$ cat config.mk
export PLATFORM = sky130hd
export DESIGN_NAME = par_cfg_loader
export DESIGN_NICKNAME = d
export VERILOG_FILES = /design/src/rtl/par_cfg_pkg.sv /design/src/rtl/par_cfg_timer.sv /design/src/rtl/par_cfg_seq.sv /design/src/rtl/par_cfg_loader.sv
export SDC_FILE = /design/constraint.sdc
export NUM_CORES = 1
export LEC_CHECK = 0
export ABC_CLOCK_PERIOD_IN_PS = 2800
export CELL_PAD_IN_SITES_DETAIL_PLACEMENT = 0
export CELL_PAD_IN_SITES_GLOBAL_PLACEMENT = 2
export CORE_ASPECT_RATIO = 2
export CORE_MARGIN = 2
export CORE_UTILIZATION = 37
export CTS_CLUSTER_SIZE = 16
export DETAILED_ROUTE_END_ITERATION = 10
export GPL_TIMING_DRIVEN = 0
export PLACE_DENSITY_LB_ADDON = 0.08
export SLEW_MARGIN = 15
export SYNTH_ARGS = -nofsm -noshare
export SYNTH_HDL_FRONTEND = slang
export SYNTH_SLANG_ARGS = --single-unit
$ cat constraint.sdc
create_clock -name clk -period 2.8 [get_ports clk]
set_input_delay 0.56 -clock clk [delete_from_list [all_inputs] [get_ports clk]]
set_output_delay 0.56 -clock clk [all_outputs]
set_load 0.005 [all_outputs]
$ cat src/rtl/par_cfg_pkg.sv
package par_cfg_pkg;

    typedef enum logic [3:0] {
        ST_IDLE,
        ST_PROG,
        ST_RDY,
        ST_WRON,
        ST_CSON,
        ST_CKUP,
        ST_PUT,
        ST_CKLO,
        ST_CKHI,
        ST_CSOFF,
        ST_WROFF,
        ST_DNLO,
        ST_DNHI
    } cfg_state_e;

endpackage

$ cat src/rtl/par_cfg_timer.sv
module par_cfg_timer #(
    parameter int unsigned LIMIT = 4
) (
    input  logic clk,
    input  logic rst_n,
    input  logic run,
    output logic hit
);
    localparam int unsigned CW = (LIMIT < 2) ? 1 : $clog2(LIMIT);
    localparam logic [CW-1:0] LAST = CW'(LIMIT - 1);

    logic [CW-1:0] cnt;

    // counts cycles spent with run high; saturates at the last count
    always_ff @(posedge clk or negedge rst_n) begin
        if (!rst_n) begin
            cnt <= '0;
        end else if (!run) begin
            cnt <= '0;
        end else if (cnt != LAST) begin
            cnt <= cnt + 1'b1;
        end
    end

    assign hit = run && (cnt == LAST);

endmodule

$ cat src/rtl/par_cfg_seq.sv
module par_cfg_seq
    import par_cfg_pkg::*;
#(
    parameter int unsigned DW = 8
) (
    input  logic          clk,
    input  logic          rst_n,
    input  logic          start,
    input  logic [DW-1:0] s_data,
    input  logic          s_valid,
    input  logic          s_last,
    output logic          s_ready,
    input  logic          dev_init_n,
    input  logic          dev_busy,
    input  logic          throttle_busy,
    input  logic          dev_done,
    input  logic          prog_hit,
    input  logic          tmo_hit,
    output logic          prog_run,
    output logic          tmo_run,
    output logic          prog_n,
    output logic          csel_n,
    output logic          wr_n,
    output logic          cclk,
    output logic [DW-1:0] dbus,
    output logic          active,
    output logic          ok,
    output logic          err
);
    cfg_state_e state, state_d;
    logic       take, set_ok, set_err, clr_flags;
    logic       last_q;

    // next-state selection
    always_comb begin
        state_d   = state;
        take      = 1'b0;
        set_ok    = 1'b0;
        set_err   = 1'b0;
        clr_flags = 1'b0;
        unique case (state)
            ST_IDLE: begin
                if (start) begin
                    state_d   = ST_PROG;
                    clr_flags = 1'b1;
                end
            end
            ST_PROG: begin
                if (prog_hit) state_d = ST_RDY;
            end
            ST_RDY: begin
                if (dev_init_n && !dev_busy) begin
                    state_d = ST_WRON;
                end else if (tmo_hit) begin
                    state_d = ST_IDLE;
                    set_err = 1'b1;
                end
            end
            ST_WRON:  state_d = ST_CSON;
            ST_CSON:  state_d = ST_CKUP;
            ST_CKUP:  state_d = ST_PUT;
            ST_PUT: begin
                if (s_valid) begin
                    take    = 1'b1;
                    state_d = ST_CKLO;
                end
            end
            ST_CKLO:  state_d = ST_CKHI;
            ST_CKHI: begin
                if (throttle_busy) begin
                    if (tmo_hit) begin
                        state_d = ST_IDLE;
                        set_err = 1'b1;
                    end else begin
                        state_d = ST_CKLO;
                    end
                end else if (last_q) begin
                    state_d = ST_CSOFF;
                end else begin
                    state_d = ST_PUT;
                end
            end
            ST_CSOFF: state_d = ST_WROFF;
            ST_WROFF: begin
                if (dev_done) begin
                    state_d = ST_IDLE;
                    set_ok  = 1'b1;
                end else begin
                    state_d = ST_DNLO;
                end
            end
            ST_DNLO:  state_d = ST_DNHI;
            ST_DNHI: begin
                if (dev_done) begin
                    state_d = ST_IDLE;
                    set_ok  = 1'b1;
                end else if (tmo_hit) begin
                    state_d = ST_IDLE;
                    set_err = 1'b1;
                end else begin
                    state_d = ST_DNLO;
                end
            end
            default:  state_d = ST_IDLE;
        endcase
    end

    // state register
    always_ff @(posedge clk or negedge rst_n) begin
        if (!rst_n) state <= ST_IDLE;
        else        state <= state_d;
    end

    // byte holding register and sticky result flags
    always_ff @(posedge clk or negedge rst_n) begin
        if (!rst_n) begin
            dbus   <= '0;
            last_q <= 1'b0;
            ok     <= 1'b0;
            err    <= 1'b0;
        end else begin
            if (take) begin
                dbus   <= s_data;
                last_q <= s_last;
            end
            if (clr_flags) begin
                ok  <= 1'b0;
                err <= 1'b0;
            end else begin
                if (set_ok)  ok  <= 1'b1;
                if (set_err) err <= 1'b1;
            end
        end
    end

    // pin and timer controls, decoded from the state alone
    always_comb begin
        prog_n   = 1'b1;
        csel_n   = 1'b1;
        wr_n     = 1'b1;
        cclk     = 1'b0;
        s_ready  = 1'b0;
        prog_run = 1'b0;
        tmo_run  = 1'b0;
        unique case (state)
            ST_IDLE: ;
            ST_PROG: begin
                prog_n   = 1'b0;
                prog_run = 1'b1;
            end
            ST_RDY:   tmo_run = 1'b1;
            ST_WRON:  wr_n = 1'b0;
            ST_CSON: begin
                wr_n   = 1'b0;
                csel_n = 1'b0;
            end
            ST_CKUP: begin
                wr_n   = 1'b0;
                csel_n = 1'b0;
                cclk   = 1'b1;
            end
            ST_PUT: begin
                wr_n    = 1'b0;
                csel_n  = 1'b0;
                cclk    = 1'b1;
                s_ready = 1'b1;
            end
            ST_CKLO: begin
                wr_n    = 1'b0;
                csel_n  = 1'b0;
                tmo_run = 1'b1;
            end
            ST_CKHI: begin
                wr_n    = 1'b0;
                csel_n  = 1'b0;
                cclk    = 1'b1;
                tmo_run = 1'b1;
            end
            ST_CSOFF: begin
                wr_n = 1'b0;
                cclk = 1'b1;
            end
            ST_WROFF: cclk = 1'b1;
            ST_DNLO:  tmo_run = 1'b1;
            ST_DNHI: begin
                cclk    = 1'b1;
                tmo_run = 1'b1;
            end
            default: ;
        endcase
    end

    assign active = (state != ST_IDLE);

endmodule

$ cat src/rtl/par_cfg_loader.sv
module par_cfg_loader #(
    parameter int unsigned DW          = 8,
    parameter int unsigned PROG_CYCLES = 64,
    parameter int unsigned TMO_CYCLES  = 2500000,
    parameter bit          BUSY_CHECK  = 1'b1
) (
    input  logic          clk,
    input  logic          rst_n,
    input  logic          start,
    input  logic [DW-1:0] s_data,
    input  logic          s_valid,
    input  logic          s_last,
    output logic          s_ready,
    input  logic          dev_init_n,
    input  logic          dev_busy,
    input  logic          dev_done,
    output logic          prog_n,
    output logic          csel_n,
    output logic          wr_n,
    output logic          cclk,
    output logic [DW-1:0] dbus,
    output logic          active,
    output logic          ok,
    output logic          err
);
    logic prog_run, prog_hit, tmo_run, tmo_hit, throttle_busy;

    generate
        if (BUSY_CHECK) begin : g_throttle
            assign throttle_busy = dev_busy;
        end else begin : g_free_run
            assign throttle_busy = 1'b0;
        end
    endgenerate

    par_cfg_timer #(.LIMIT(PROG_CYCLES)) u_prog_tmr (
        .clk   (clk),
        .rst_n (rst_n),
        .run   (prog_run),
        .hit   (prog_hit)
    );

    par_cfg_timer #(.LIMIT(TMO_CYCLES)) u_wait_tmr (
        .clk   (clk),
        .rst_n (rst_n),
        .run   (tmo_run),
        .hit   (tmo_hit)
    );

    par_cfg_seq #(.DW(DW)) u_seq (
        .clk           (clk),
        .rst_n         (rst_n),
        .start         (start),
        .s_data        (s_data),
        .s_valid       (s_valid),
        .s_last        (s_last),
        .s_ready       (s_ready),
        .dev_init_n    (dev_init_n),
        .dev_busy      (dev_busy),
        .throttle_busy (throttle_busy),
        .dev_done      (dev_done),
        .prog_hit      (prog_hit),
        .tmo_hit       (tmo_hit),
        .prog_run      (prog_run),
        .tmo_run       (tmo_run),
        .prog_n        (prog_n),
        .csel_n        (csel_n),
        .wr_n          (wr_n),
        .cclk          (cclk),
        .dbus          (dbus),
        .active        (active),
        .ok            (ok),
        .err           (err)
    );

endmodule

After elaboration in Yosys (flattened, before gate mapping)

Cells that the tools add are included.

Add/sub/neg operators: 2
Mux-type cells: 38
Equality and inequality tests: 22
Reductions and logical operators: 14

Operator list:

| kind                                                 | count |
|---|---|
| case mux 4 bit (13 select lines)                     | 1 |
| 2-to-1 mux 22 bit                                    | 2 |
| 2-to-1 mux 4 bit                                     | 10 |
| adder 22 x 1 -> 22 bit (second input constant)       | 1 |
| equality test 22 bit (second input constant)         | 1 |
| inequality test 22 bit (second input constant)       | 1 |
| 2-to-1 mux 1 bit                                     | 21 |
| equality test 4 bit (second input constant)          | 5 |
| equality test 4 x 3 -> 1 bit (second input constant) | 4 |
| 2-to-1 mux 6 bit                                     | 2 |
| inequality test 2 bit (second input constant)        | 5 |
| OR reduction 5 bit                                   | 2 |
| equality test 4 x 2 -> 1 bit (second input constant) | 2 |
| OR reduction 7 bit                                   | 1 |
| adder 6 x 1 -> 6 bit (second input constant)         | 1 |
| equality test 6 bit (second input constant)          | 1 |
| inequality test 6 bit (second input constant)        | 1 |
| OR reduction 6 bit                                   | 1 |
| equality test 4 x 1 -> 1 bit (second input constant) | 1 |
| zero test 4 bit                                      | 1 |
| AND reduction 4 bit                                  | 1 |
| nonzero test 2 bit                                   | 2 |
| nonzero test 4 bit                                   | 1 |
| logical AND 1 bit                                    | 3 |
| 5 further kinds                                      | 5 |

Bits of input ports: 16
Register bits after elaboration: 43

Depth between registers and ports, before layout

Word-level depth: 9
Gate-level depth with buffers: 7
Mapped depth without buffers: 6

By module

From an unflattened synthesis, not the netlist that was laid out.

Cells, all modules: 264
Area total of the unflattened synthesis: 2494.9 um^2

Modules (own cells, without submodules):

| module                     | sequential area each (um^2) | cells each | area an instance (um^2) | instances |
|---|---|---|---|---|
| par_cfg_timer (u_wait_tmr) | 550.5                       | 134        | 1233.7                  | 1 |
| par_cfg_seq                | 375.4                       | 100        | 949.7                   | 1 |
| par_cfg_timer (u_prog_tmr) | 150.1                       | 30         | 311.5                   | 1 |

Least setup slack after synthesis

OpenSTA, ideal clock, no wires.

Path kind: flip-flop to flip-flop
From: register u_wait_tmr.cnt[0]
To: register u_seq.state[3]
Clock period less this slack: 1.781 ns
Stages on the path, launching flop included: 8
Slack: 1.019 ns
Setup time: 0.122 ns
Arrival: 1.659 ns
Data required time: 2.678 ns
Buffers on the path: 1
Path through: dfrtp_1 ha_1 nand4_1 nor4_2 and2_1 buf_2 o41ai_1 a32o_1

Cells in the longest elaborated chain, start to end: 5
Elaborated cells on any way between the ends: 7
Those cells by class: eq/ne (2); mux (3); reduce/logical (2)

RTL lines:

| what                             | line                | RTL |
|---|---|---|
| start, declared                  | par_cfg_timer.sv:12 | `logic [CW-1:0] cnt;` |
| start signal, assigned           | par_cfg_timer.sv:21 | `cnt <= cnt + 1'b1;` |
| equality test 22 bit (*)         | par_cfg_timer.sv:25 | `assign hit = run && (cnt == LAST);` |
| logical AND 1 bit (*)            | par_cfg_timer.sv:25 |  |
| 2-to-1 mux 4 bit                 | par_cfg_seq.sv:97   | `end else if (tmo_hit) begin` |
| 2-to-1 mux 4 bit                 | par_cfg_seq.sv:94   | `if (dev_done) begin` |
| case mux 4 bit (13 select lines) | par_cfg_seq.sv:41   | `unique case (state)` |
| end signal, assigned             | par_cfg_seq.sv:111  | `else state <= state_d;` |
| end, declared                    | par_cfg_seq.sv:30   | `cfg_state_e state, state_d;` |

Mark *: on every way between the ends. The rest lies on a longest branch, timed or not.
A chain may end at the register's enable or synchronous reset.

Final worst setup path

From: register u_seq.state[1]
To: output wr_n

Cells in the longest elaborated chain, start to end: 3
Elaborated cells on any way between the ends: 9
Those cells by class: eq/ne (7); mux (1); reduce/logical (1)

RTL lines:

| what                                                 | line                 | RTL |
|---|---|---|
| equality test 4 x 2 -> 1 bit (tied with other cells) | par_cfg_seq.sv:145   | `unique case (state)` |
| OR reduction 7 bit (no line) (*)                     | --                   |  |
| 2-to-1 mux 1 bit (*)                                 | par_cfg_seq.sv:145   |  |
| end, declared                                        | par_cfg_loader.sv:19 | `output logic wr_n,` |

Marked as above.

==> reports/results.ini <==
[global_routing]
first_global_vias = 1998
grt_max_degree = 27
antenna_found_initial = 0
track_usage = 0.184
overflow = 0
grt_pass1_wl_mm = 9.58

[cts]
cts-root-buf = clkbuf_16
path_clk_slew_ns = 0.07
cts_buffers = 5
clk_latency_ns = 0.29
ctsHtreeMaxLevel = 2
cts.sinks = 43
cts_tree = done
cts_setup_buffers = 0
clockBufferDepth = 2

[critical_path]
critical_path.max_stage_delay_ns = 0.44
crit_family = buffers and inverters
worst-path-buf-inv = 3
crit_cells = 5
r2r_setup_slack_ns = 0.67
crit_slowest_cell = clkdlybuf4s50_1
crit_chain = clkbuf_1 > clkbuf_2 > a21oi_1 > o22a_1 > clkdlybuf4s50_1
start_kind = flip-flop
cp.required_ns = 2.24
crit_arrival_ns = 2.07
critPathKind = flip-flop to output pin
r2r_end = u_seq.state[3]$_DFFE_PN0P_
end_kind = output pin
cp_max_fo = 10
rr_worst_depth = 7
timing.rr.start = u_wait_tmr.cnt[14]$_DFFE_PN0P_

[cells_and_area]
final-seq-area_um2 = 1080
multi_input_area_um2 = 1210
syn_to_final_growth_pct = 24.7
diodes = 0
drive_gt1_frac = 0.114
nNetsFinal = 307
fillers = 659
final_cells = 376
stdcell_area_um2 = 2950

[detailed_routing]
ant_nets = 0
drtIter0Drc = 57
viasPerCell = 5.11
drt-wirelength-per-cell_um = 15.7
first_pass_iters = 6
drc = 0
num_vias = 1923
wl_mm = 5.92

[yosys]
avgSynthCellArea_um2 = 9.44
syn_area_um2 = 2360
syn-num-nets = 268
synth_common_cells = dfrtp_1, nor2_1, xnor2_1
async_flop_share = 1.00
synth_most_common_cell = dfrtp_1
synth_top_area_cell = dfrtp_1
synth-seq-cells = 43
synth_edf_count = 0
synth_top_area_share = 0.456
ys_seq_area_frac = 0.456
synth_area_leaders = dfrtp_1, xnor2_1, nor2_1
synth-main-ff-cell = dfrtp_1
synth_cell_types = 51
yosys_warnings = 0
netlist_instances = 250

[floorplanning]
num_rows = 41
core_area_um2 = 6260
dieArea_um2 = 7070
die_x_um = 60.5
die_h_um = 117
pin_count = 32
start_util = 0.377

[sta]
finalHoldViolations = 0
layout_min_cycle_time_ns = 2.63
worst_pin_slew_ns = 0.664
rsz0062_at_grt = false
maxSlewViolCount = 0
max_freq_ghz = 0.380
layout_setup_ws_ns = 0.170
hold_slack_ns = 0.202
fin_crit_sh = 0.939
setup_viol_count_final = 0
slew_headroom = 0.546
fin_skew_ns = 0.00996

[pwr]
leakage_nw = 1.15
ir_worst_vdd_mv = 0.391
powerDensity_nw_per_um2 = 806

[outcome]
status = complete, no violations

[place]
gp_congestion = 0.783
dp.cells = 368
port_buffers = 31
place_hpwl_mm = 4.46
placed_area_um2 = 2790
preCtsSetupSlack_ns = 0.336

[flow_run]
drv_cap = 0

[hold_path]
min_path_type = primary input to async pin

-- state kept, by name, indices dropped and copies added, names as in the netlist --
| name | count |
|---|---|
| u_seq.state | 4 |
| u_seq.dbus | 8 |
| u_seq.last_q | 1 |
| u_seq.ok | 1 |
| u_prog_tmr.cnt | 6 |
| u_wait_tmr.cnt | 22 |
| u_seq.err | 1 |
-- how the worst max path moves through the flow --
| stage | from | end | slack, ns |
|---|---|---|---|
| final | u_seq.state[1]$_DFFE_PN0P_ | wr_n | 0.17 |
| after global routing | u_seq.state[2]$_DFFE_PN0P_ | active | 0.03 |
| after CTS | u_seq.state[1]$_DFFE_PN0P_ | wr_n | 0.002 |
| after detailed placement | u_seq.state[1]$_DFFE_PN0P_ | active | 0.34 |
| after global placement | rst_n | u_wait_tmr.cnt[13]$_DFFE_PN0P_ | -0.1 |
| after floorplan | u_wait_tmr.cnt[0]$_DFFE_PN0P_ | u_seq.state[3]$_DFFE_PN0P_ | 1.02 |
-- timing repair --
| item | in CTS | in global routing |
|---|---|---|
| setup endpoints to repair | 1 | 4 |
| gates resized for setup | 1 | 6 |
| hold buffers | 0 | 0 |
-- placed cells by master, fill, tap and decap left out, drive strengths merged, types with 2 or more instances in the layout --
cell,netlist,layout
clkdlybuf4s50,0,30
and3,4,4
nand4,3,3
xnor2,22,22
nor3b,2,2
nand2b,6,6
nor2,38,38
mux2i,2,2
nor3,8,8
a211oi,3,3
nor4,5,5
o21ai,5,5
and2,2,2
dfrtp,43,43
nand2,19,19
or3,2,2
xor2,4,4
a21o,2,2
inv,7,7
a21oi,11,11
nand3,11,11
nor2b,3,3
clkbuf,10,16
or2,3,3
ha,2,2
buf,3,5
mux2,9,9
o22a,2,2
-- metrics by stage --
| step | setup TNS, ns | utilization | power, mW |
|---|---|---|---|
| 6_report | 0 | 0.471 | 2.37 |
| 5_1_grt | 0 | 0.471 | 2.54 |
| 4_1_cts | 0 | 0.470 | 2.40 |
| 3_5_place_dp | 0 | 0.446 | 1.81 |
| 3_3_place_gp | -4.17 | 0.444 | 1.80 |
| 2_1_floorplan | 0 | - | 1.37 |
-- metal layers --
metal	track usage	share of wire	up-vias	wire, um
met4	0.0826	0.024	0	140
met3	0.0330	0.021	9	127
met5	0	0	-	0
met2	0.347	0.60	24	3530
li1	-	-	940	-
met1	0.186	0.36	950	2120
-- cell families after synthesis --
logic type | Yosys count | synth area share
AND/OR/NAND/NOR | 111 | 0.243
AO/OA/AOI/OAI | 37 | 0.107
adder cells (fa/ha/maj) | 2 | 0.0106
XOR/XNOR | 26 | 0.0964
multiplexers | 11 | 0.0514
flip-flops | 43 | 0.456
buffers and inverters | 20 | 0.0360
-- layout make-up --
class	count	area share
repair buffers	32	0.110
flip-flops and latches	43	0.365
well taps	86	0.0365
inverters	7	0.00892
clock inverters	2	0.00425
clock buffers	6	0.0438
plain buffers	13	0.0212
multi-input cells	187	0.410
-- report_power, final --
part,internal [mW],switching [mW]
Sequential,0.734,0.0603
Clock,0.329,0.245
Combinational,0.495,0.510
Power figures use the tool's default switching activity.
